## src/rtl/rst_seq_pkg.sv

```systemverilog
// Shared types and status-word layout for the reset entry sequencer.
// Assumes a 16-bit status word with the field positions given below.
package rst_seq_pkg;

    typedef enum logic [2:0] {
        ST_CAPT  = 3'd0,
        ST_RD_SP = 3'd1,
        ST_RD_PC = 3'd2,
        ST_RUN   = 3'd3,
        ST_HALT  = 3'd4
    } seq_state_t;

    localparam int SR_W      = 16;
    localparam int SR_T_POS  = 15;
    localparam int SR_S_POS  = 13;
    localparam int SR_M_POS  = 12;
    localparam int SR_IM_LO  = 8;
    localparam int SR_IM_W   = 3;

    // Builds the status word value that reset forces.
    function automatic logic [SR_W-1:0] sr_reset_value();
        logic [SR_W-1:0] v;
        v = '0;
        v[SR_S_POS] = 1'b1;
        v[SR_T_POS] = 1'b0;
        v[SR_M_POS] = 1'b0;
        v[SR_IM_LO +: SR_IM_W] = '1;
        return v;
    endfunction

endpackage

```

## src/rtl/rst_vec_reader.sv

```systemverilog
// Vector read port: turns the controller's read phase into a bus request
// and classifies each returned beat as a clean load or a fault.
// Assumes the bus answers with at most one of ready/err being meaningful;
// when both are high the error wins.
module rst_vec_reader #(
    parameter int DATA_W  = 32,
    parameter int ALIGN_W = 2
) (
    input  logic               active,
    input  logic               sel_pc,
    input  logic [ALIGN_W-1:0] rdata_low,
    input  logic               ready,
    input  logic               err,
    output logic               bus_req,
    output logic [DATA_W-1:0]  bus_addr,
    output logic               beat_load,
    output logic               beat_fault
);
    localparam int STRIDE = DATA_W / 8;

    logic aligned;

    // Request and address follow the controller's read phase.
    always_comb begin
        bus_req  = active;
        bus_addr = sel_pc ? DATA_W'(STRIDE) : '0;
    end

    // Classify the returned beat: load on ready, fault on error or misalignment.
    always_comb begin
        aligned    = (rdata_low == '0);
        beat_load  = active && ready && !err;
        beat_fault = active && (err || (ready && !aligned));
    end

endmodule

```

## src/rtl/rst_cfg_latch.sv

```systemverilog
// Configuration word latch: on the capture pulse, takes one snapshot of the
// strap words, with the divider-present flag merged into word 0, and holds it.
// Assumes capture is a single-cycle pulse after reset release.
module rst_cfg_latch #(
    parameter int DATA_W    = 32,
    parameter int NUM_WORDS = 2,
    parameter int DIV_POS   = 24
) (
    input  logic                             clk,
    input  logic                             rst_n,
    input  logic                             capture,
    input  logic [NUM_WORDS-1:0][DATA_W-1:0] strap_in,
    input  logic                             div_present,
    output logic [NUM_WORDS-1:0][DATA_W-1:0] word_out,
    output logic                             valid
);

    for (genvar w = 0; w < NUM_WORDS; w++) begin : g_word
        logic [DATA_W-1:0] merged;
        logic [DATA_W-1:0] word_q;

        // Form the value to latch; word 0 carries the divider flag.
        always_comb begin
            merged = strap_in[w];
            if (w == 0) begin
                merged[DIV_POS] = div_present;
            end
        end

        // Hold the snapshot from the capture cycle on.
        always_ff @(posedge clk) begin
            if (!rst_n) begin
                word_q <= '0;
            end else if (capture) begin
                word_q <= merged;
            end
        end

        assign word_out[w] = word_q;
    end

    // Mark the words as latched.
    always_ff @(posedge clk) begin
        if (!rst_n) begin
            valid <= 1'b0;
        end else if (capture) begin
            valid <= 1'b1;
        end
    end


    cfg_hold_chk: assert property (@(posedge clk) disable iff (!rst_n)
        valid |=> (valid && $stable(word_out)));

endmodule

```

## src/rtl/rst_seq_ctrl.sv

```systemverilog
// Reset entry controller: steps from configuration capture through the
// stack pointer and program counter reads to run or the double-fault halt.
// It also owns the registers that reset forces.
// Assumes beat_load/beat_fault are valid only while a read phase is active.
module rst_seq_ctrl
    import rst_seq_pkg::*;
#(
    parameter int DATA_W    = 32,
    parameter int MEM_CTL_W = 2
) (
    input  logic                 clk,
    input  logic                 rst_n,
    input  logic                 beat_load,
    input  logic                 beat_fault,
    input  logic [DATA_W-1:0]    rdata,
    output logic                 capture,
    output logic                 rd_active,
    output logic                 sel_pc,
    output logic [SR_W-1:0]      sr_word,
    output logic [DATA_W-1:0]    vbr,
    output logic [DATA_W-1:0]    ssp,
    output logic [DATA_W-1:0]    pc,
    output logic [MEM_CTL_W-1:0] mem_ctl_en,
    output logic                 fetch_go,
    output logic                 halted
);
    localparam logic [SR_W-1:0] SR_RST = sr_reset_value();

    seq_state_t state;

    // Sequence state: capture, two reads, then run or halt for good.
    always_ff @(posedge clk) begin
        if (!rst_n) begin
            state <= ST_CAPT;
        end else begin
            unique case (state)
                ST_CAPT:  state <= ST_RD_SP;
                ST_RD_SP: begin
                    if (beat_fault)     state <= ST_HALT;
                    else if (beat_load) state <= ST_RD_PC;
                end
                ST_RD_PC: begin
                    if (beat_fault)     state <= ST_HALT;
                    else if (beat_load) state <= ST_RUN;
                end
                ST_RUN:   state <= ST_RUN;
                ST_HALT:  state <= ST_HALT;
                default:  state <= ST_HALT;
            endcase
        end
    end

    // Load the stack pointer from the first beat.
    always_ff @(posedge clk) begin
        if (!rst_n) begin
            ssp <= '0;
        end else if (state == ST_RD_SP && beat_load) begin
            ssp <= rdata;
        end
    end

    // Load the program counter from the second beat.
    always_ff @(posedge clk) begin
        if (!rst_n) begin
            pc <= '0;
        end else if (state == ST_RD_PC && beat_load) begin
            pc <= rdata;
        end
    end

    // Status word, vector base and memory enables are forced by reset and then held.
    always_ff @(posedge clk) begin
        if (!rst_n) begin
            sr_word    <= SR_RST;
            vbr        <= '0;
            mem_ctl_en <= '0;
        end else begin
            sr_word    <= sr_word;
            vbr        <= vbr;
            mem_ctl_en <= mem_ctl_en;
        end
    end

    // Decode phase strobes and the externally visible state.
    always_comb begin
        capture   = (state == ST_CAPT);
        rd_active = (state == ST_RD_SP) || (state == ST_RD_PC);
        sel_pc    = (state == ST_RD_PC);
        fetch_go  = (state == ST_RUN);
        halted    = (state == ST_HALT);
    end


    reset_quiet_chk: assert property (@(posedge clk)
        !rst_n |=> (!rd_active && !fetch_go && !halted && ssp == '0 && pc == '0));


    sr_reset_chk: assert property (@(posedge clk)
        !rst_n |=> (sr_word == SR_RST && vbr == '0));


    fetch_aligned_chk: assert property (@(posedge clk) disable iff (!rst_n)
        fetch_go |-> (pc[1:0] == 2'b00 && !halted));


    fault_halts_chk: assert property (@(posedge clk) disable iff (!rst_n)
        (rd_active && beat_fault) |=> halted);


    halt_sticky_chk: assert property (@(posedge clk) disable iff (!rst_n)
        halted |=> (halted && !fetch_go));

endmodule

```

## src/rtl/rst_entry_seq.sv

```systemverilog
// Reset entry sequencer top: wires the controller, the vector read port
// and the configuration latch together.
// Assumes rst_n is already synchronous to clk.
module rst_entry_seq
    import rst_seq_pkg::*;
#(
    parameter int DATA_W    = 32,
    parameter int DIV_POS   = 24,
    parameter int MEM_CTL_W = 2
) (
    input  logic                 clk,
    input  logic                 rst_n,
    input  logic [DATA_W-1:0]    strap_cfg0,
    input  logic [DATA_W-1:0]    strap_cfg1,
    input  logic                 div_present,
    output logic                 bus_req,
    output logic [DATA_W-1:0]    bus_addr,
    input  logic [DATA_W-1:0]    bus_rdata,
    input  logic                 bus_ready,
    input  logic                 bus_err,
    output logic [SR_W-1:0]      sr_word,
    output logic [DATA_W-1:0]    vbr,
    output logic [DATA_W-1:0]    ssp,
    output logic [DATA_W-1:0]    pc,
    output logic [DATA_W-1:0]    cfg_word0,
    output logic [DATA_W-1:0]    cfg_word1,
    output logic                 cfg_valid,
    output logic [MEM_CTL_W-1:0] mem_ctl_en,
    output logic                 fetch_go,
    output logic                 halted
);
    localparam int NUM_CFG = 2;
    localparam int ALIGN_W = $clog2(DATA_W / 8);

    logic capture, rd_active, sel_pc, beat_load, beat_fault;
    logic [NUM_CFG-1:0][DATA_W-1:0] strap_bus;
    logic [NUM_CFG-1:0][DATA_W-1:0] cfg_bus;

    // Pack the straps and unpack the latched words.
    always_comb begin
        strap_bus[0] = strap_cfg0;
        strap_bus[1] = strap_cfg1;
        cfg_word0    = cfg_bus[0];
        cfg_word1    = cfg_bus[1];
    end

    rst_seq_ctrl #(
        .DATA_W    (DATA_W),
        .MEM_CTL_W (MEM_CTL_W)
    ) i_ctrl (
        .clk        (clk),
        .rst_n      (rst_n),
        .beat_load  (beat_load),
        .beat_fault (beat_fault),
        .rdata      (bus_rdata),
        .capture    (capture),
        .rd_active  (rd_active),
        .sel_pc     (sel_pc),
        .sr_word    (sr_word),
        .vbr        (vbr),
        .ssp        (ssp),
        .pc         (pc),
        .mem_ctl_en (mem_ctl_en),
        .fetch_go   (fetch_go),
        .halted     (halted)
    );

    rst_vec_reader #(
        .DATA_W  (DATA_W),
        .ALIGN_W (ALIGN_W)
    ) i_reader (
        .active     (rd_active),
        .sel_pc     (sel_pc),
        .rdata_low  (bus_rdata[ALIGN_W-1:0]),
        .ready      (bus_ready),
        .err        (bus_err),
        .bus_req    (bus_req),
        .bus_addr   (bus_addr),
        .beat_load  (beat_load),
        .beat_fault (beat_fault)
    );

    rst_cfg_latch #(
        .DATA_W    (DATA_W),
        .NUM_WORDS (NUM_CFG),
        .DIV_POS   (DIV_POS)
    ) i_cfg (
        .clk         (clk),
        .rst_n       (rst_n),
        .capture     (capture),
        .strap_in    (strap_bus),
        .div_present (div_present),
        .word_out    (cfg_bus),
        .valid       (cfg_valid)
    );


    req_hold_chk: assert property (@(posedge clk) disable iff (!rst_n)
        (bus_req && !bus_ready && !bus_err) |=> (bus_req && $stable(bus_addr)));

endmodule

```

## config.mk

```make
export PLATFORM = sky130hd
export DESIGN_NAME = rst_entry_seq
export DESIGN_NICKNAME = d
export VERILOG_FILES = /design/src/rtl/rst_seq_pkg.sv /design/src/rtl/rst_vec_reader.sv /design/src/rtl/rst_cfg_latch.sv /design/src/rtl/rst_seq_ctrl.sv /design/src/rtl/rst_entry_seq.sv
export SDC_FILE = /design/constraint.sdc
export NUM_CORES = 1
export LEC_CHECK = 0
export BUFFER_PORTS_ARGS = -buffer_cell sky130_fd_sc_hd__buf_2
export CAP_MARGIN = 30
export CORE_UTILIZATION = 25
export CTS_CLUSTER_SIZE = 20
export DETAILED_ROUTE_END_ITERATION = 6
export MAX_ROUTING_LAYER = met4
export PLACE_DENSITY = 0.47
export SLEW_MARGIN = 20
export SYNTH_ARGS = -nofsm -noshare
export SYNTH_HDL_FRONTEND = slang
export SYNTH_SLANG_ARGS = --single-unit
export TNS_END_PERCENT = 30
```

## constraint.sdc

```tcl
create_clock -name clk -period 2.2 [get_ports clk]
set_clock_uncertainty 0.2 [all_clocks]
set_input_delay 0.11 -clock clk [delete_from_list [all_inputs] [get_ports clk]]
set_output_delay 0.11 -clock clk [all_outputs]
set_load 0.02 [all_outputs]
```

# After elaboration in Yosys (flattened, before gate mapping)
# Cells that the tools add are included.
[word_totals] regBits=132 latch_bits=0 ram_bits=0 romBits=0 in_bits=101 output_inout_bits=214 wordCells=31 memories=0
[classes] n_addsub=0 multipliers=0 div=0 magnitude_cmp=0 n_eq_ne=6 shift=0 mux=6 n_bitwise=0 reduce_logical=13
[ops] cell="3-bit two-way mux" count=5
[ops] cell="3-bit one-hot mux with 4 select lines" count=1
[ops] cell="3-bit by 2-bit == test with 1-bit output, second input constant" count=2
[ops] cell="1-bit logical AND" count=6
[ops] cell="3-bit by 1-bit == test with 1-bit output, second input constant" count=1
[ops] cell="3-bit == test, second input constant" count=1
[ops] cell="3-bit zero test" count=1
[ops] cell="3-bit by 2-bit inequality test with 1-bit output, second input constant" count=1
[ops] cell="3-bit inequality test, second input constant" count=1
[ops] cell="1-bit zero test" count=2
[ops] cell="2-bit zero test" count=1
[ops] cell="1-bit logical OR" count=2
[ops] cell="2-bit AND reduction" count=1

# Longest topological paths before layout
# Gate-level depths: netlist (run 1).
[logic_depth] ltp_word=7 ltp_mapped=6 ltp_nobuf=3

# Hierarchy
# A second synthesis (run 1) with hierarchy kept.
[hier_totals] cells_unflattened=567 hier_area_um2=5786.8
[by_module_without_submodules] module="rst_seq_ctrl" instances=1 cells_each=320 area_per_inst_um2=3057.9 seq_area_each_um2=1341.3
[by_module_without_submodules] module="rst_cfg_latch" instances=1 cells_each=208 area_per_inst_um2=2451.1 seq_area_each_um2=1301.2
[by_module_without_submodules] module="rst_vec_reader" instances=1 cells_each=39 area_per_inst_um2=277.8 seq_area_each_um2=0.0

# Worst setup path before layout (run 1)
# No wires, ideal clock.
[synth_path] kind="reg2reg" from="register i_ctrl.state[2]" to="register i_cfg.g_word[0].word_q[11]" setup_ns=0.122 t_arrival_ns=1.212 t_required_ns=1.878 path_slack_ns=0.666 stages_incl_launch_ff=7 path_buffers=3 synth_period_minus_slack_ns=1.534 cell_sequence="dfxtp_1 > buf_2 > or3_1 > buf_4 > buf_6 > nand2_1 > a21boi_0"
[synth_via] elab_chain_cells=1
[synth_rtl] item="start: declaration" line="rst_seq_ctrl.sv:29" rtl="seq_state_t state;"
[synth_rtl] item="start signal: assignment" line="rst_seq_ctrl.sv:34" rtl="state <= ST_CAPT;"
[synth_rtl] item="start signal: assignment" line="rst_seq_ctrl.sv:37" rtl="ST_CAPT: state <= ST_RD_SP;"
[synth_rtl] item="start signal: assignment" line="rst_seq_ctrl.sv:39" rtl="if (beat_fault) state <= ST_HALT;"
[synth_rtl] item="3-bit zero test" line="rst_seq_ctrl.sv:86" rtl="capture = (state == ST_CAPT);"
[synth_rtl] item="end signal: assignment" line="rst_cfg_latch.sv:35" rtl="word_q <= merged;"
[synth_rtl] item="end: declaration" line="rst_cfg_latch.sv:20" rtl="logic [DATA_W-1:0] word_q;"
# Every way passes these cells.
# A chain may end at the register's enable or synchronous reset.

# Final worst setup path (run 1)
[layout_path] from="register i_ctrl.state[0]" to="register i_ctrl.ssp[8]"
[layout_via] elab_chain_cells=5 word_cells_on_any_way=6 cone_classes="eq/ne (2); reduce/logical (4)"
[layout_rtl] item="3-bit by 1-bit == test with 1-bit output or 3-bit by 2-bit == test with 1-bit output (tied branches)" line="rst_seq_ctrl.sv:57, rst_seq_ctrl.sv:87"
[layout_rtl] item="1-bit logical OR" line="rst_seq_ctrl.sv:87" rtl="rd_active = (state == ST_RD_SP) || (state == ST_RD_PC);"
[layout_rtl] item="1-bit logical AND (2 in series)" line="rst_vec_reader.sv:32" rtl="beat_load = active && ready && !err;"
[layout_rtl] item="1-bit logical AND *" line="rst_seq_ctrl.sv:57" rtl="end else if (state == ST_RD_SP && beat_load) begin"
[layout_rtl] item="end signal: assignment" line="rst_seq_ctrl.sv:58" rtl="ssp <= rdata;"
[layout_rtl] item="end: declaration" line="rst_seq_ctrl.sv:21" rtl="output logic [DATA_W-1:0] ssp,"
# Mark *: on every way between the ends. The rest lies on a longest branch, timed or not.

==> flow_summary.toml, run 1 <==
[layout]
layout-drive-gt1-share = 0.290
multiInputGateArea_sq_um = 2440
n_fill_cell = 2301
fin_util = 0.381
final_cell_mix = "buf_2, nand2_1, dfxtp_1"
final_nets = 1050
final_common_cell = "buf_2"
final_area_sq_um = 8380
syn2layout_area_growth_pct = 47.6
antenna_cells = 0
ff_latch_area_sq_um = 2640

[synthesis]
syn_avg_cell_area_sq_um = 8.96
synth_top_family_by_area = "simple AND/OR/NAND/NOR gates"
yosysWarnings = 0
synthMuxAreaShare = 0.113
ys_seq_area_frac = 0.465
synth_top_cell_area_share = 0.465
ys_ff_latch = 132
netlist_area_sq_um = 5680
syn_inst = 634
ys_types = 27
synth-simple-area-share = 0.168
yosysTopAreaCell = "dfxtp_1"
synthXorXnorAreaFrac = 0.00154
synth_compound_area_frac = 0.0921
ys_top_cells_by_area = "dfxtp_1, nand2_1, buf_4"
synthAdderAreaFrac = 0

[pwr]
vdd_drop_max_mv = 0.483
p_per_area_nw_per_um2 = 815
power_leakage_uw = 0.00418
total_power_uw = 6830

[die]
fp.dieH_um = 153
start_util = 0.258
rows = 54
fp.dieArea_sq_um = 23300
io_pins = 315
die_w_um = 153
core_area_sq_um = 22000

[clock_network]
cts_root_buf = "clkbuf_16"
postCtsSetupRepairBufs = 0
hold_buffers = 99
cts.sinks = 132
clk_pin_slew_worst_paths_ns = 0.07
cts_resized = 0
cts_tree = "built"
clk_latency_ns = 0.41
htree_num_levels = 4
cts_buffer_depth = 2
cts_buffers = 17

[grt]
grt_max_degree = 66
grt_pass1_vias = 4715
antenna_found_initial = 0
grt_overflow_total = 0
grt.total_usage = 0.134
grt_pass1_wl_um = 24100

[setup_path]
worst-path-buf-inv = 1
r2r_end = "i_ctrl.ssp[8]"
startpoint_type = "flip-flop"
slowest_stage = "dfxtp_1"
reg2reg_from = "i_ctrl.state[0]"
crit_start = "i_ctrl.state[0]"
reg2reg_depth = 4
rrSetupSlack_ns = 0.40
arrival_ns = 1.94
cp_max_fo = 32
cp_top_family = "flip-flops"
crit_chain = "nor3b_1, and3_2, buf_12, mux2i_1"
path_class = "reg -> reg"
required_ns = 2.34
worst_setup_path_end_kind = "flip-flop"
max_stage_delay_ns = 0.58

[hold_path]
worstHoldPathCells = 2
holdPathEnd = "i_cfg.g_word[1].word_q[1]"
holdCritStartpoint = "i_cfg.g_word[1].word_q[1]"
min_path_type = "reg -> reg"

[drt]
drt_iter0_drc = 248
vias = 4885
ant_nets = 0
drt_pass1_iterations = 7
drc = 24
via_per_inst = 3.93
wl_per_cell_um = 12.4
drt-total-wl_um = 15400

[sta]
rsz0062_at_grt = "false"
finalHoldViolCount = 0
fmax_mhz = 556
whs_ns = 0.247
final-setup-viol-count = 0
fin_crit_ns = 1.80
fin_tns_setup_ns = 0
slew_violations = 0
timing.final.crit_share = 0.818

[placement]
dp_hpwl_um = 10100
placed_area_sq_um = 6750
place_congestion = 0.706
io_buffers = 232

[status]
violations = "design-rule violations"
status = "finished with violations"

[run]
max_cap_viol_count = 0
## worst max path at each step
stage	to	slack (ns)	cells past startpoint
2_1_floorplan	i_cfg.g_word[0].word_q[11]	0.67	6
3_3_place_gp	i_ctrl.ssp[24]	0.44	4
3_5_place_dp	i_ctrl.ssp[23]	0.40	4
4_1_cts	bus_addr[2]	0.38	2
5_1_grt	i_ctrl.ssp[11]	0.31	4
6_report	i_ctrl.ssp[8]	0.40	4
## synthesized netlist by cell type, drive strengths merged
cell and count:
and3 1, nor3 1, o21a 2, nor3b 4
a211oi 1, xnor2 1, nor4b 1, clkbuf 17
dfxtp 132, nand2 224, nand2b 1, and3b 1
a21oi 2, inv 1, or3 1, o21ai 2
conb 2, mux2i 64, buf 107, a21boi 64
nor2 3, nand3 2
## per-layer routing
metal	global-route usage	vias to the layer above	wire length, um
met4	0.0361	0	144
met2	0.220	196	7210
met3	0.0469	10	1100
met1	0.155	2175	6910
met5	-	-	0
li1	-	2504	-
## worst register-to-register path: cells and delay by family (launching register included)
kind	cells	cell delay, ns
multiplexers	1	0.25
AND/OR/NAND/NOR	2	0.44
flip-flops	1	0.58
buffers and inverters	1	0.26
## power breakdown
group / leakage, uW / internal (uW) / switching [uW]
Combinational: 0.00279 / 439 / 708
Clock: 0.000313 / 1950 / 1130
Sequential: 0.00108 / 2530 / 74.2
## layout make-up
type                            count  share of cell area
Sequential cell                   132               0.315
Multi-Input combinational cell    456               0.291
Timing Repair Buffer              341               0.275
Clock buffer                       18              0.0524
Tap cell                          280              0.0418
Clock inverter                     14              0.0240
Inverter                            1            0.000448
## state kept, by name, indices dropped and copies added (netlist names)
signal / cells
i_ctrl.pc: 32
i_cfg.valid: 1
i_ctrl.state: 3
i_cfg.g_word.word_q: 64
i_ctrl.ssp: 32
## logic make-up (layout without fill, tap and decap cells)
kind of cell,Yosys count,after routing
DFF,132,132
buffers and inverters,125,374
xor gates and xnor gates,1,1
muxes,64,64
and+or+nand+nor,239,239
AOI/OAI and AO/OA,71,71
other,2,81
## per-stage QoR
step                      setup slack (ns)  cells
after floorplan                      0.666    713
after global placement               0.437   1111
after detailed placement             0.404   1111
after CTS                            0.377   1242
after global routing                 0.307   1242
final                                0.400   1242
(Power assumes the default switching activity.)
==> run 2: changes to the inputs <==
--- a/config.mk
+++ b/config.mk
@@ -11,7 +11,7 @@
 export CTS_CLUSTER_SIZE = 20
 export DETAILED_ROUTE_END_ITERATION = 6
 export MAX_ROUTING_LAYER = met4
-export PLACE_DENSITY = 0.47
+export PLACE_DENSITY = 0.49
 export SLEW_MARGIN = 20
 export SYNTH_ARGS = -nofsm -noshare
 export SYNTH_HDL_FRONTEND = slang
==> constraint.sdc (replaced) <==
create_clock -name clk -period 1.51 [get_ports clk]
set_clock_uncertainty 0.2 [all_clocks]
set_input_delay 0.0755 -clock clk [delete_from_list [all_inputs] [get_ports clk]]
set_output_delay 0.0755 -clock clk [all_outputs]
set_load 0.02 [all_outputs]
==> run 2 against run 1 <==
Compared with the run above:
- the flow finishes with violations (design-rule violations, negative setup slack)
- count of clock-buffer cells in the layout decreased by 1
- first-iteration DRC count decreased by 10%
- die area unchanged
- utilization increased by 3.2 points
- critical endpoint is now i_ctrl.pc[31]
==> flow_summary.toml, run 2 (same netlist as run 1, synthesis figures left out) <==
[run]
max_cap_viol_count = 0

[setup_path]
startpoint_type = "flip-flop"
cp_max_fo = 6
required_ns = 1.61
path_class = "reg -> reg"
worst_setup_path_end_kind = "flip-flop"
arrival_ns = 1.80

[layout]
final_common_cell = "buf_2"
final_nets = 1086
final_area_sq_um = 9090
antenna_cells = 0
largest_reg_flops = 64
n_fill_cell = 2204
top_regs = "i_cfg.g_word.word_q: 64 flops, i_ctrl.pc: 32 flops, i_ctrl.ssp: 32 flops"
syn2layout_area_growth_pct = 60.1
fin_util = 0.413
largest_register = "i_cfg.g_word.word_q"
final_cell_mix = "buf_2, nand2_1, dfxtp_1"
layout-drive-gt1-share = 0.332

[placement]
dp_hpwl_um = 10500
place_congestion = 0.714
io_buffers = 232
placed_area_sq_um = 6950

[sta]
timing.final.crit_share = 1.12
finalHoldViolCount = 0
fin_crit_ns = 1.69
whs_ns = 0.247
slew_violations = 0
tightest_slew_ns = 0.515
rsz0062_at_grt = "true"
final-setup-viol-count = 132
fin_tns_setup_ns = -10.77
relSlewSlack = 0.652
finalWorstSetupSlack_ns = -0.184
fmax_mhz = 590

[clock_network]
htree_num_levels = 4
cts_tree = "built"
cts_buffer_depth = 2
cts_buffers = 17
clk_latency_ns = 0.41
cts_root_buf = "clkbuf_16"
clk_pin_slew_worst_paths_ns = 0.06
cts.sinks = 132

[hold_path]
min_path_type = "reg -> reg"

[grt]
grt_pass1_wl_um = 26000
grt.total_usage = 0.146
antenna_found_initial = 0
grt_overflow_total = 0
grt_pass1_vias = 4987
grt_max_degree = 46

[die]
core_area_sq_um = 22000
rows = 54
fp.dieArea_sq_um = 23300
fp.dieH_um = 153
start_util = 0.258
die_w_um = 153
io_pins = 315

[drt]
drt-total-wl_um = 16500
drt_iter0_drc = 223
via_per_inst = 3.98
wl_per_cell_um = 12.9
vias = 5092
ant_nets = 0
drc = 26
drt_pass1_iterations = 7

[pwr]
p_per_area_nw_per_um2 = 1150
vdd_drop_max_mv = 0.742
combPwrFrac = 0.195
power_leakage_uw = 0.00451
p_int_uw = 7540
swShare = 0.279
seq_power_share = 0.363
clkPwrFrac = 0.442
total_power_uw = 10400
switching_power_uw = 2910

[status]
status = "finished with violations"
violations = "design-rule violations, negative setup slack"
[run 2: changes by cell type in the layout (fill, tap and decap cells not counted), sizes merged]
| cell | before | now |
|---|---|---|
| inv | 4 | 3 |
| clkinv | 6 | 7 |
| clkbuf | 18 | 19 |
| buf | 242 | 276 |
| bufinv | 4 | 5 |
[run 2: routing by layer]
metal	vias up	global-route usage	routed length, um
met2	197	0.235	7800
met3	12	0.0498	1300
met4	0	0.0409	167
met5	-	-	0
met1	2305	0.171	7270
li1	2578	-	-
[run 2: worst max-delay path: stages (launching register included)]
cell,delay [ns]
dfxtp_2,0.34
buf_6,0.12
nor3b_4,0.23
buf_6,0.14
nand3_4,0.11
buf_4,0.17
clkbuf_16,0.16
mux2i_1,0.11
[run 2: layout make-up]
| type | count | area (sq um) | area share |
|---|---|---|---|
| clock buffer | 17 | 425 | 0.0468 |
| tap | 280 | 350 | 0.0385 |
| timing repair buffer | 377 | 2900 | 0.319 |
| multi-input combinational | 456 | 2540 | 0.279 |
| sequential | 132 | 2650 | 0.291 |
| clock inverter | 15 | 229 | 0.0252 |
| inverter | 1 | 3.75 | 0.000413 |
[run 2: power groups by stage]
stage,Sequential [uW],Clock (uW),Combinational (uW)
floorplan,4110,0,954
global placement,3860,0,1650
detailed placement,3860,0,1650
CTS,3790,4780,2020
global route,3820,4950,2220
finish,3790,4620,2040
[run 2: path summary, 6_finish.rpt]
path	startpoint	depth (start not counted)	end	slack, ns
setup reg to reg	i_ctrl.state[2]	7	i_ctrl.pc[31]	-0.18
hold / removal	i_cfg.g_word[1].word_q[5]	2	i_cfg.g_word[1].word_q[5]	0.25
hold reg to reg	i_cfg.g_word[1].word_q[5]	2	i_cfg.g_word[1].word_q[5]	0.25
setup / recovery	i_ctrl.state[2]	7	i_ctrl.pc[31]	-0.18
[run 2: stage by stage]
| step | worst slack, ns | cells |
|---|---|---|
| after global routing | -0.220 | 1278 |
| final | -0.184 | 1278 |
| after detailed placement | -0.0690 | 1127 |
| after CTS | -0.206 | 1273 |
| after floorplan | 0.0133 | 713 |
| after global placement | -0.0575 | 1127 |
[run 2: timing repair]
action | CTS | global route
gates cloned | 5 | 2
setup buffers | 10 | 4
pin swaps | 8 | 15
resized for setup | 56 | 25
setup endpoints to repair | 131 | 132
endpoints found under the hold margin | 132 | 0
hold buffers | 99 | 0
==> run 3: changes to the inputs <==
--- a/config.mk
+++ b/config.mk
@@ -7,6 +7,7 @@
 export LEC_CHECK = 0
 export BUFFER_PORTS_ARGS = -buffer_cell sky130_fd_sc_hd__buf_2
 export CAP_MARGIN = 30
+export CORE_ASPECT_RATIO = 0.6
 export CORE_UTILIZATION = 25
 export CTS_CLUSTER_SIZE = 20
 export DETAILED_ROUTE_END_ITERATION = 6
@@ -15,5 +16,6 @@
 export SLEW_MARGIN = 20
 export SYNTH_ARGS = -nofsm -noshare
 export SYNTH_HDL_FRONTEND = slang
+export SYNTH_HIERARCHICAL = 1
 export SYNTH_SLANG_ARGS = --single-unit
 export TNS_END_PERCENT = 30
==> run 3 against run 2 <==
Compared with the run above:
- the run ends with negative setup slack left
- synthesized cell count shrank 11%
- final area shrank 1.4%
- synthesized area grew 1.9%
- first-iteration DRC count shrank 55%
- non-clock buffer count shrank 5
- register-to-register slack lost 0.17 ns
- routed wire length shrank 1.5%
- maximum frequency shrank 9.1%
- flip-flop and latch count is the same
- cell count shrank 3.1%
- via count shrank 8.9%
- sequential power grew 4%
- highest routed layer unchanged
==> flow_summary.toml, run 3 <==
[sta]
finalWorstSetupSlack_ns = -0.354
finalHoldViolCount = 0
fmax_mhz = 536
fin_crit_ns = 1.86
rsz0062_at_grt = "true"
final-setup-viol-count = 134
slew_violations = 0
timing.final.crit_share = 1.23
whs_ns = 0.251

[drt]
drt_iter0_drc = 100
drt-total-wl_um = 16300
vias = 4639
ant_nets = 0
via_per_inst = 3.74
wl_per_cell_um = 13.2
drt_pass1_iterations = 4
drc = 0

[layout]
largest_reg_flops = 64
n_fill_cell = 2221
final_common_cell = "buf_2"
largest_register = "i_cfg/g_word.word_q"
layout-drive-gt1-share = 0.345
final_cell_mix = "buf_2, dfxtp_1, mux2i_1"
final_nets = 1019
syn2layout_area_growth_pct = 54.8
multiInputGateArea_sq_um = 2600
stdcell_count = 1239
antenna_cells = 0
top_regs = "i_cfg/g_word.word_q: 64 flops, i_ctrl/pc: 32 flops, i_ctrl/ssp: 32 flops"
final_area_sq_um = 8960
ff_latch_area_sq_um = 2650

[setup_path]
cp_max_fo = 8
r2r_end = "i_ctrl/ssp[12]"
reg2reg_depth = 8
path_class = "reg -> reg"
rrSetupSlack_ns = -0.35
max_stage_delay_ns = 0.33
reg2reg_from = "i_ctrl/state[1]"
slowest_stage = "dfxtp_2"
cp_top_family = "simple AND/OR/NAND/NOR gates"
arrival_ns = 2.01
crit_chain = "xnor2_2, nor2_1, nand2_1, nor2_2, nor4bb_4, buf_6, buf_12, mux2i_1"
required_ns = 1.65
worst-path-buf-inv = 2
worst_setup_path_end_kind = "flip-flop"
startpoint_type = "flip-flop"

[synthesis]
ys_ff_latch = 132
yosysMostFrequentCell = "dfxtp_1"
yosysTopAreaCell = "dfxtp_1"
ys_types = 27
syn_inst = 567
synthFlopType = "dfxtp_1"
ys_seq_area_frac = 0.457
ys_top_cells_by_area = "dfxtp_1, mux2i_1, buf_4"
netlist_area_sq_um = 5790
syn_avg_cell_area_sq_um = 10.2
ys_top_cells_by_count = "dfxtp_1, mux2i_1, nand2_1"
synth-async-reset-ratio = 0
yosysWarnings = 6
synth-edff-count = 0
synth_top_cell_area_share = 0.457

[clock_network]
cts_buffer_depth = 2
htree_num_levels = 4
cts_buffers = 17
clk_pin_slew_worst_paths_ns = 0.06
clk_latency_ns = 0.41
cts.sinks = 132
cts_root_buf = "clkbuf_16"
cts_tree = "built"

[placement]
dp_slack_ns = -0.377
placed_area_sq_um = 7050
place_congestion = 0.704
io_buffers = 232
dp_hpwl_um = 9950
place_inst = 1095

[die]
io_pins = 315
fp.dieH_um = 120
start_util = 0.258
core_area_sq_um = 22400
die_w_um = 198
fp.dieArea_sq_um = 23800
rows = 42

[hold_path]
worstHoldPathCells = 4
holdCritStartpoint = "strap_cfg1[11]"
min_path_type = "in -> reg"
holdPathEnd = "i_cfg/g_word[1].word_q[11]"

[grt]
grt_overflow_total = 0
grt.total_usage = 0.132
grt_max_degree = 53
antenna_found_initial = 0
grt_pass1_wl_um = 23400
grt_pass1_vias = 4452

[status]
status = "finished with violations"
violations = "negative setup slack"

[pwr]
p_per_area_nw_per_um2 = 1210
power_leakage_uw = 0.00452
vdd_drop_max_mv = 0.717

[run]
max_cap_viol_count = 0
run 3: area by class of cell:
type	count	area share
multi-input combinational	395	0.291
clock inverter	12	0.00894
sequential	132	0.295
tap	308	0.0430
timing repair buffer	372	0.310
clock buffer	20	0.0521
run 3: routing by layer:
layer | vias to the layer above | track usage | part of all wire
met2 | 139 | 0.192 | 0.43
met1 | 2097 | 0.174 | 0.50
met5 | - | - | 0
li1 | 2393 | - | -
met4 | 0 | 0.0404 | 0.0080
met3 | 10 | 0.0422 | 0.060
run 3: power breakdown:
group / switching (uW) / total, uW / internal, uW
logic: 1560 / 3050 / 1490
clock network: 1630 / 3850 / 2220
registers: 156 / 3950 / 3790
run 3: repair_timing:
action / CTS / global route
hold buffers: 99 / 0
hold endpoints to repair: 132 / 0
buffers inserted: 2 / 5
cloned: 3 / 4
pin swaps: 1 / 5
gates resized for setup: 9 / 30
endpoints found under the setup margin: 136 / 136
run 3: logic make-up (layout without fill, tap and decap cells):
logic type             count (synthesis)  count (layout)  share of synthesized area
other                                  3              81                    0.00195
AND/OR/NAND/NOR                      179             179                      0.155
buffers and inverters                118             404                      0.156
multiplexers                         128             128                      0.221
flip-flops                           132             132                      0.457
AO/OA/AOI/OAI                          6               6                    0.00735
XOR/XNOR                               1               1                    0.00151
run 3: how the worst max path moves through the flow:
stage / from / endpoint / cells past startpoint
floorplan: i_ctrl/state[1] / i_ctrl/ssp[0] / 9
global placement: i_ctrl/state[0] / i_ctrl/ssp[14] / 7
detailed placement: i_ctrl/state[0] / i_ctrl/ssp[15] / 7
CTS: i_ctrl/state[0] / i_ctrl/ssp[15] / 8
global route: i_ctrl/state[1] / i_ctrl/ssp[15] / 8
finish: i_ctrl/state[1] / i_ctrl/ssp[12] / 8
run 3: through the flow:
stage / TNS, ns / utilization / total power, uW
floorplan: -23.27 / - / 5880
global placement: -31.72 / 0.315 / 6520
detailed placement: -32.96 / 0.315 / 6490
CTS: -32.97 / 0.389 / 10700
global route: -52.11 / 0.400 / 11400
finish: -38.17 / 0.400 / 10800
run 3: worst reg2reg max path, stage by stage (launching register included):
cell and delay (ns):
dfxtp_2 0.33, xnor2_2 0.13, nor2_1 0.14, nand2_1 0.08, nor2_2 0.10, nor4bb_4 0.26, buf_6 0.19, buf_12 0.15
mux2i_1 0.21
